<file path="config.mk">
export PLATFORM = sky130hd
export DESIGN_NAME = loc_own_arbiter
export DESIGN_NICKNAME = d
export VERILOG_FILES = /design/src/rtl/loc_own_pkg.sv /design/src/rtl/loc_addr_dec.sv /design/src/rtl/loc_req_pick.sv /design/src/rtl/loc_readback.sv /design/src/rtl/loc_own_arbiter.sv
export SDC_FILE = /design/constraint.sdc
export NUM_CORES = 1
export LEC_CHECK = 0
export BUFFER_PORTS_ARGS = -buffer_cell sky130_fd_sc_hd__buf_2
export CORE_AREA = 5 5 107 109
export DETAILED_ROUTE_END_ITERATION = 10
export DIE_AREA = 0 0 112 114
export SLEW_MARGIN = 20
export SYNTH_ARGS = -nofsm -noshare
export SYNTH_HDL_FRONTEND = slang
export SYNTH_SLANG_ARGS = --single-unit
</file>
<file path="constraint.sdc">
create_clock -name clk_i -period 5 [get_ports clk_i]
set_clock_uncertainty 0.05 [all_clocks]
set_input_delay 0.5 -clock clk_i [delete_from_list [all_inputs] [get_ports clk_i]]
set_output_delay 0.5 -clock clk_i [all_outputs]
set_load 0.01 [all_outputs]
</file>
<file path="src/rtl/loc_own_pkg.sv">
package loc_own_pkg;
   localparam int unsigned ID_W   = 8;
   localparam logic [ID_W-1:0] NO_LOC = 8'hFF;
   // bit positions in the ownership byte
   localparam int unsigned B_REQ  = 1;
   localparam int unsigned B_PEND = 2;
   localparam int unsigned B_SZ   = 3;
   localparam int unsigned B_LOST = 4;
   localparam int unsigned B_OWN  = 5;
   localparam int unsigned B_VLD  = 7;
endpackage

</file>
<file path="src/rtl/loc_addr_dec.sv">
module loc_addr_dec #(
   parameter int unsigned ADDR_W = 15,
   parameter int unsigned SHIFT  = 12,
   parameter int unsigned LOC_W  = 3,
   parameter int unsigned NLOC   = 5
) (
   input  logic [ADDR_W-1:0] addr_i,
   output logic [7:0]        loc_o,
   output logic              ok_o
);
   logic [LOC_W-1:0] field;
   assign field = addr_i[SHIFT +: LOC_W];
   assign loc_o = 8'(field);
   assign ok_o  = (32'(field) < NLOC);
endmodule

</file>
<file path="src/rtl/loc_req_pick.sv">
module loc_req_pick #(
   parameter int unsigned NLOC = 5
) (
   input  logic [NLOC-1:0] req_i,
   output logic            vld_o,
   output logic [7:0]      loc_o
);
   // chain: stage k holds the highest requester among k..NLOC-1
   logic [NLOC:0]     hit;
   logic [7:0]        sel [NLOC+1];
   assign hit[NLOC] = 1'b0;
   assign sel[NLOC] = 8'hFF;
   for (genvar k = NLOC - 1; k >= 0; k--) begin : g_pick
      assign hit[k] = hit[k+1] | req_i[k];
      assign sel[k] = hit[k+1] ? sel[k+1] : (req_i[k] ? 8'(k) : 8'hFF);
   end
   assign vld_o = hit[0];
   assign loc_o = sel[0];
endmodule

</file>
<file path="src/rtl/loc_readback.sv">
module loc_readback #(
   parameter int unsigned NLOC = 5
) (
   input  logic [7:0]      loc_i,
   input  logic            ok_i,
   input  logic [7:0]      owner_i,
   input  logic [NLOC-1:0] req_i,
   input  logic [NLOC-1:0] lost_i,
   output logic [7:0]      rdata_o
);
   import loc_own_pkg::*;
   logic [NLOC-1:0] self_m;
   always_comb begin
      self_m  = '0;
      rdata_o = '0;
      if (ok_i) begin
         self_m[loc_i[$clog2(NLOC)-1:0]] = 1'b1;
         rdata_o[B_VLD]  = 1'b1;
         rdata_o[B_OWN]  = (owner_i == loc_i);
         rdata_o[B_LOST] = lost_i[loc_i[$clog2(NLOC)-1:0]];
         rdata_o[B_PEND] = |(req_i & ~self_m);
         rdata_o[B_REQ]  = req_i[loc_i[$clog2(NLOC)-1:0]];
      end
   end
endmodule

</file>
<file path="src/rtl/loc_own_arbiter.sv">
module loc_own_arbiter #(
   parameter int unsigned NLOC   = 5,
   parameter int unsigned ADDR_W = 15,
   parameter int unsigned SHIFT  = 12
) (
   input  logic              clk_i,
   input  logic              rst_ni,
   input  logic [ADDR_W-1:0] addr_i,
   input  logic              wr_en_i,
   input  logic [7:0]        wdata_i,
   output logic [7:0]        rdata_o,
   input  logic              cmd_abort_i,
   input  logic              abort_done_i,
   output logic              abort_req_o,
   output logic [7:0]        abort_old_o,
   output logic [7:0]        abort_next_o,
   output logic              chg_evt_o,
   output logic [7:0]        chg_loc_o,
   output logic              rdy_evt_o,
   output logic [7:0]        rdy_loc_o,
   output logic              owner_vld_o,
   output logic [7:0]        owner_o
);
   import loc_own_pkg::*;
   localparam int unsigned LOC_W = $clog2(NLOC);

   initial begin
      if (NLOC < 2 || NLOC > 254) $error("NLOC out of range");
      if (SHIFT + LOC_W > ADDR_W) $error("address too narrow for locality field");
   end

   typedef struct packed {
      logic [NLOC-1:0] req;
      logic [NLOC-1:0] sz;
      logic [NLOC-1:0] lost;
      logic [7:0]      own;
   } own_t;

   own_t       cur_q, st_a, st_b;
   logic [7:0] nxt_q, abt_q, nxt_a, abt_a, nxt_b, abt_b;
   logic       ev_a, ev_b, rdy_a, ab_b;
   logic [7:0] evl_a, evl_b, rdyl_a;
   logic [7:0] wloc;
   logic       wok, pick_vld;
   logic [7:0] pick_loc;

   // hand ownership to n, updating the leaving owner's flags
   function automatic own_t f_move(own_t s, logic [7:0] n);
      own_t r;
      logic by_seize;
      r = s;
      if (s.own != n && s.own < 8'(NLOC)) begin
         by_seize = (n < 8'(NLOC)) && s.sz[n[LOC_W-1:0]];
         if (by_seize) r.lost[s.own[LOC_W-1:0]] = 1'b1;
         else          r.req[s.own[LOC_W-1:0]]  = 1'b0;
      end
      r.own = n;
      if (n < 8'(NLOC)) begin
         r.req[n[LOC_W-1:0]] = 1'b0;
         r.sz[n[LOC_W-1:0]]  = 1'b0;
      end
      return r;
   endfunction

   loc_addr_dec #(.ADDR_W(ADDR_W), .SHIFT(SHIFT), .LOC_W(LOC_W), .NLOC(NLOC)) u_dec (
      .addr_i(addr_i), .loc_o(wloc), .ok_o(wok));

   // stage A: completion of a pending abort
   always_comb begin
      st_a = cur_q; nxt_a = nxt_q; abt_a = abt_q;
      ev_a = 1'b0; evl_a = NO_LOC; rdy_a = 1'b0; rdyl_a = NO_LOC;
      if (abort_done_i && nxt_q < 8'(NLOC)) begin
         if (abt_q == nxt_q) begin
            rdy_a  = 1'b1;
            rdyl_a = nxt_q;
         end else begin
            ev_a  = (cur_q.own != nxt_q);
            evl_a = nxt_q;
            st_a  = f_move(cur_q, nxt_q);
         end
         nxt_a = NO_LOC;
         abt_a = NO_LOC;
      end
   end

   loc_req_pick #(.NLOC(NLOC)) u_pick (.req_i(st_a.req), .vld_o(pick_vld), .loc_o(pick_loc));

   // stage B: engine abort and host write
   always_comb begin
      logic [7:0]      v, tgt;
      logic            mv;
      logic [NLOC-1:0] bit_l, low_m, high_m;
      st_b = st_a; nxt_b = nxt_a; abt_b = abt_a;
      ab_b = 1'b0; ev_b = ev_a; evl_b = evl_a;
      v = wdata_i; tgt = st_a.own; mv = 1'b1;
      bit_l = '0; low_m = '0; high_m = '0;
      if (cmd_abort_i && st_a.own < 8'(NLOC)) begin
         ab_b = 1'b1; abt_b = st_a.own; nxt_b = st_a.own;
      end
      if (wr_en_i && wok) begin
         bit_l[wloc[LOC_W-1:0]] = 1'b1;
         low_m  = bit_l - 1'b1;
         high_m = ~(low_m | bit_l);
         if (v[B_SZ]) begin
            v[B_REQ] = 1'b0;
            v[B_OWN] = 1'b0;
         end
         if (v[B_OWN]) begin
            if (st_a.own == wloc) begin
               if (pick_vld) begin
                  mv = 1'b0; ab_b = 1'b1; abt_b = wloc; nxt_b = pick_loc;
               end else begin
                  tgt = NO_LOC;
               end
            end else begin
               st_b.req = st_b.req & ~bit_l;
            end
         end
         if (v[B_LOST]) st_b.lost = st_b.lost & ~bit_l;
         if (v[B_SZ] && (st_a.own >= 8'(NLOC) || wloc > st_a.own) &&
             !(|(st_b.sz & bit_l)) && !(|(st_b.sz & high_m))) begin
            st_b.sz = (st_b.sz & ~low_m) | bit_l;
            mv = 1'b0; ab_b = 1'b1; abt_b = st_a.own; nxt_b = wloc;
         end
         if (v[B_REQ] && st_a.own != wloc) begin
            if (st_a.own < 8'(NLOC)) st_b.req = st_b.req | bit_l;
            else                     tgt = wloc;
         end
         if (mv) begin
            if (st_b.own != tgt && tgt < 8'(NLOC)) begin
               ev_b = 1'b1; evl_b = tgt;
            end
            st_b = f_move(st_b, tgt);
         end
      end
   end

   always_ff @(posedge clk_i) begin
      if (!rst_ni) begin
         cur_q <= '{req: '0, sz: '0, lost: '0, own: NO_LOC};
         nxt_q <= NO_LOC; abt_q <= NO_LOC;
         abort_req_o <= 1'b0; abort_old_o <= NO_LOC; abort_next_o <= NO_LOC;
         chg_evt_o <= 1'b0; chg_loc_o <= NO_LOC;
         rdy_evt_o <= 1'b0; rdy_loc_o <= NO_LOC;
      end else begin
         cur_q <= st_b; nxt_q <= nxt_b; abt_q <= abt_b;
         abort_req_o  <= ab_b;
         abort_old_o  <= abt_b;
         abort_next_o <= nxt_b;
         chg_evt_o <= ev_b;  chg_loc_o <= evl_b;
         rdy_evt_o <= rdy_a; rdy_loc_o <= rdyl_a;
      end
   end

   loc_readback #(.NLOC(NLOC)) u_rd (
      .loc_i(wloc), .ok_i(wok), .owner_i(cur_q.own),
      .req_i(cur_q.req), .lost_i(cur_q.lost), .rdata_o(rdata_o));

   assign owner_o     = cur_q.own;
   assign owner_vld_o = (cur_q.own != NO_LOC);
endmodule

</file>
Word level (Yosys, flattened, before mapping)
Cells that the tools add are included.

storage, ports and cells
  output and inout bits = 52
  input port bits = 28
  bits in registers = 58
  word-level logic and storage cells = 192

operators by class
  add/subtract/negate cells = 1
  multiplexer cells = 103
  bitwise logic cells = 28
  $lt $le $gt $ge = 17
  equality and inequality tests = 7
  reductions and logical operators = 25

operator list
  operator             count
  $mux 8               33
  $mux 5               22
  $mux 23              4
  $and 5x5->5          12
  $not 5->5            7
  $lt 8x3->1 const B   4
  $mux 1               31
  $or 5x5->5           5
  $lt 3x4->1 const B   5
  $mux 10              2
  $logic_and 1x1->1    17
  $eq 8x3->1           2
  $ne 8x8->1           2
  $demux 1 s3          5
  $ge 3x1->1 const B   5
  $reduce_or 5->1      3
  $bmux 1 s3           4
  $eq 8x8->1           1
  $ge 8x3->1 const B   1
  $gt 3x8->1           1
  $ne 8x3->1           1
  $ne 8x8->1 const B   1
  $sub 5x1->5 const B  1
  $mux 2               2
  6 further kinds      10

Longest topological paths before layout
  word-level depth = 35
  mapped depth = 18
  mapped depth without buffers = 16

Modules after synthesis
A second synthesis with hierarchy kept.

second synthesis, totals
  cells, all modules = 547
  area total of the unflattened synthesis = 4365.4 µm²

by module, submodules not included
  module           seq. area each (µm²)  area an instance (µm²)  times used  cells each
  loc_own_arbiter  1161.1                3870.0                  1           477
  loc_readback     0.0                   331.6                   1           46
  loc_req_pick     0.0                   95.1                    1           14
  loc_addr_dec     0.0                   68.8                    1           10

Worst setup path before layout
No wires, ideal clock.

  kind = reg2reg
  start point = register nxt_q[4]
  end point = register cur_q[19] (netlist name)
  slack = 1.141 ns
  library setup time = 0.123 ns
  data required time = 4.827 ns
  buffers on the path = 0
  clock period less this slack = 3.859 ns
  cell stages (with the launch flop) = 17
  data arrival time = 3.686 ns
  cell sequence = dfxtp_1 > or4_4 > a211oi_2 > o21a_2 > nor2_1 > a21oi_1 > inv_1 > ha_1 > and3_1 > nor2_1 > o21ai_0 > nand2b_1 > o221ai_1 > o211ai_1 > o311ai_0 > o21bai_1 > o21ai_0

on the way
  word-level cells in the longest chain between the ends = 31
  elaborated cells between the ends (all ways) = 84
  those cells by class = 9 x order compare; 5 x eq/ne; 39 x mux; 15 x bitwise; 16 x reduce/logical

ends and longest elaborated chain
  item                                                 RTL line                                                             RTL
  start: declaration                                   loc_own_arbiter.sv:40                                                logic [7:0] nxt_q, abt_q, nxt_a, abt_a, nxt_b, abt_b;
  start signal: assignment                             loc_own_arbiter.sv:146                                               cur_q <= st_b; nxt_q <= nxt_b; abt_q <= abt_b;
  $lt 8x3->1                                           loc_own_arbiter.sv:53, loc_own_arbiter.sv:58, loc_own_arbiter.sv:72
  $logic_and 1x1->1                                    loc_own_arbiter.sv:53                                                by_seize = (n < 8'(NLOC)) && s.sz[n[LOC_W-1:0]];
  $mux 5                                               loc_own_arbiter.sv:54                                                if (by_seize) r.lost[s.own[LOC_W-1:0]] = 1'b1;
  $mux 5                                               loc_own_arbiter.sv:52                                                if (s.own != n && s.own < 8'(NLOC)) begin
  $mux 5                                               loc_own_arbiter.sv:73                                                if (abt_q == nxt_q) begin
  $mux 5                                               loc_own_arbiter.sv:72                                                if (abort_done_i && nxt_q < 8'(NLOC)) begin
  $and 5x5->5 (no line)                                --
  $mux 10                                              loc_own_arbiter.sv:58                                                if (n < 8'(NLOC)) begin
  $mux 23                                              loc_own_arbiter.sv:73
  $mux 23 *                                            loc_own_arbiter.sv:72
  branches (longest 20 deep; another with $lt 8x3->1)  --
  $mux 23 *                                            loc_own_arbiter.sv:100                                               if (wr_en_i && wok) begin
  end signal: assignment                               loc_own_arbiter.sv:140                                               cur_q <= '{req: '0, sz: '0, lost: '0, own: NO_LOC};
  end signal: assignment                               loc_own_arbiter.sv:146
  end: declaration                                     loc_own_arbiter.sv:39                                                own_t cur_q, st_a, st_b;

Every way passes the cells marked *. The select of a mux whose other input is x is not followed.
A chain may end at the register's enable or synchronous reset.

Worst setup path after layout
  start point = register nxt_q[4]
  end point = register cur_q[20] (netlist name)

Same word-level chain as after synthesis.

==> flow_summary.json <==
{
  "post-route-period-util_pct": 89.3,
  "drcViolationCount": 0,
  "power_frac_seq_pct": 40.5,
  "first_iter_violations": 312,
  "rows": 38,
  "diodes": 0,
  "hold_path.class": "in2reg",
  "rsz0062_at_grt": "false",
  "multiInputGateArea_um2": 2130,
  "gp_congestion": 0.938,
  "syn-cell-area_um2": 3560,
  "cp_common_cell": "a21o_1",
  "fin_util_pct": 39.8,
  "drt_wl_total_um": 12800,
  "grt_first_pass_wirelength_um": 20000,
  "setup_ws_ns": 0.533,
  "post-dp-hpwl_um": 9280,
  "yosysUniqueCellTypes": 70,
  "clock_latency_ns": 0.36,
  "critical_path_class": "reg2reg",
  "crit_family": "compound AO/OA/AOI/OAI gates",
  "ioPinCount": 80,
  "portBuffers": 60,
  "syn_to_final_growth_pct": 17.5,
  "ctsRootBufferMaster": "clkbuf_8",
  "fmax_mhz": 224,
  "crit_chain": "or4_4 -> a211oi_2 -> o21a_2 -> nor2_1 -> a21o_1 -> inv_1 -> ha_1 -> a21o_1 -> a21oi_1 -> o21a_1 -> nor2_2 -> a211o_1 -> buf_4 -> o31ai_1 -> o21ai_0",
  "postCtsSetupBuffers": 0,
  "htreeDepth": 3,
  "tns_ns": 0,
  "netlist_top_cells_area": "dfxtp_1 (33%), nor2_1 (6.0%), o21ai_0 (5.3%)",
  "numCtsBuffers": 9,
  "switchingPower_w": 0.000327,
  "yosysWarnings": 0,
  "critical-path-slowest-cell": "or4_4",
  "status": "complete, no violations",
  "tightest_slew_ns": 0.947,
  "fin_crit_ns": 4.47,
  "core_um2": 10500,
  "final-hold-violation-count": 0,
  "relSlewSlack_pct": 36.8,
  "chipHeight_um": 114,
  "netlist_instances": 466,
  "regArea_um2": 1160,
  "synth_top_area_share_pct": 32.7,
  "end_kind": "flip-flop",
  "p_leak_nw": 1.66,
  "nets": 543,
  "powerDensity_nw_per_um2": 292,
  "dpl_worst_slack_ns": 0.710,
  "place_area_um2": 3930,
  "path_buf_inv": 2,
  "die-area_um2": 12800,
  "die-width_um": 112,
  "wl_per_cell_um": 19.4,
  "antenna_left": 0,
  "first_pass_iters": 5,
  "layout-drive-gt1-share_pct": 20.5,
  "required_ns": 5.18,
  "slew_viol_final": 0,
  "whs_ns": 0.399,
  "antenna_found_initial": 0,
  "irDropWorstVdd_mv": 0.127,
  "ys_ff_latch": 58,
  "combPwrFrac_pct": 13.7,
  "crit_fanout": 16,
  "cts_tree": "yes",
  "grt_max_degree": 55,
  "post_cts_resized": 0,
  "grt_use_total_pct": 19.9,
  "synth_area_leader_cell": "dfxtp_1",
  "slowest_delay_ns": 0.59,
  "switching_share_pct": 26.9,
  "vias": 3771,
  "via_per_inst": 5.75,
  "start_util_pct": 33.8,
  "fill_cells": 1091,
  "synth_ff_type": "dfxtp_1",
  "clock_sink_count": 58,
  "syn_avg_cell_area_um2": 7.63,
  "worstPathArrival_ns": 4.64,
  "clk_pin_slew_worst_paths_ns": 0.07,
  "fin_area_um2": 4180,
  "ys_seq_area_share_pct": 32.7,
  "clkPwrFrac_pct": 45.7,
  "first_global_vias": 3580,
  "synth_edf_count": 0,
  "clockBufferDepth": 2,
  "async_flop_share_pct": 0,
  "ctsHoldBuffers": 0,
  "maxCapViolCount": 0,
  "p_int_w": 0.000891,
  "critPathLaunchType": "flip-flop",
  "overflow": 0,
  "finalSetupViolCount": 0
}
-- cell families after synthesis --
family	count (synthesis)	synth area share [%]
fa+ha+maj	4	1.41
mux	7	2.01
simple gates	169	22.2
other cells	1	0.105
buf+inv	56	7.60
compound gates	153	29.6
flops	58	32.7
xor+xnor	18	4.43
-- layer usage --
metal	vias up	share of wire (%)	wire length, um	global-route usage [%]
met5	-	0	0	0
li1	1774	-	-	-
met2	172	44	5600	30.4
met4	0	2.2	276	6.57
met1	1800	46	5830	28.1
met3	25	8.2	1050	3.98
-- path summary, 6_finish.rpt --
kind | startpoint | to | slack [ns] | cells after the start
worst max-delay path | nxt_q[4]$_SDFF_PN1_ | cur_q[20]$_SDFF_PN0_ | 0.53 | 15
worst min-delay path | wdata_i[4] | cur_q[10]$_SDFF_PN0_ | 0.40 | 4
worst max register to register | nxt_q[4]$_SDFF_PN1_ | cur_q[20]$_SDFF_PN0_ | 0.53 | 15
worst min register to register | cur_q[11]$_SDFF_PN0_ | cur_q[11]$_SDFF_PN0_ | 0.45 | 2
-- worst register-to-register path: cells and delay by family, from the launching register on --
| family | cells | cell delay (ns) |
|---|---|---|
| buffers and inverters | 2 | 0.36 |
| AO/OA/AOI/OAI | 9 | 2.44 |
| flip-flops | 1 | 0.38 |
| adder cells (fa/ha/maj) | 1 | 0.29 |
| AND/OR/NAND/NOR | 3 | 0.81 |
-- synth_stat cells, types with 4 or more instances --
master / count
buf_4: 14
o31ai_1: 6
ha_1: 4
xnor2_1: 9
inv_1: 13
a22oi_1: 4
o221ai_1: 4
xor2_1: 9
nor3_1: 4
mux2i_1: 6
a21boi_0: 6
nor4_1: 7
nor2b_1: 4
and2_1: 6
or2_2: 4
buf_2: 6
a21o_1: 5
nand3_1: 17
o21ai_0: 38
a21oi_1: 28
clkbuf_1: 20
nand2b_1: 6
nor2_1: 57
o211ai_1: 4
o21ai_1: 7
and3_1: 4
dfxtp_1: 58
o22ai_1: 7
nand2_1: 47
-- cell type report --
cell class	instances	area share, %
clock buffer	12	3.71
clock inverter	4	2.34
inverter	14	1.26
multi-input combinational	354	51.0
sequential	58	27.8
tap	140	4.19
timing repair buffer	74	9.70
-- power groups by stage --
stage	clock network [W]	logic, W	registers [W]
final	0.000557	0.000167	0.000494
after global placement	0	0.000162	0.000503
after detailed placement	0	0.000164	0.000504
after CTS	0.000559	0.000165	0.000493
after global routing	0.000578	0.000181	0.000496
after floorplan	0	0.000110	0.000500
-- state kept, by name, summed over array words and instances (netlist names) --
name         cells
chg_loc_o        8
rdy_loc_o        8
rdy_evt_o        1
owner_o          8
chg_evt_o        1
nxt_q            8
cur_q           15
abort_req_o      1
abt_q            8
-- placed cells by master (no fill, tap or decap), drive strengths merged, types with 7 or more instances in the layout --
cell    count
o221ai      7
a21boi      7
nor4        7
nand2      47
clkbuf     12
xnor2       9
o21ai      45
nor2       58
xor2        9
nand3      17
inv        13
dfxtp      58
o22ai       7
a21oi      28
buf        74
-- metrics by stage --
step                cells  power [W]
floorplan             468   0.000610
global route          656    0.00125
finish                656    0.00122
global placement      640   0.000666
CTS                   656    0.00122
detailed placement    640   0.000668
No activity file was read; power rests on OpenSTA's default activity.
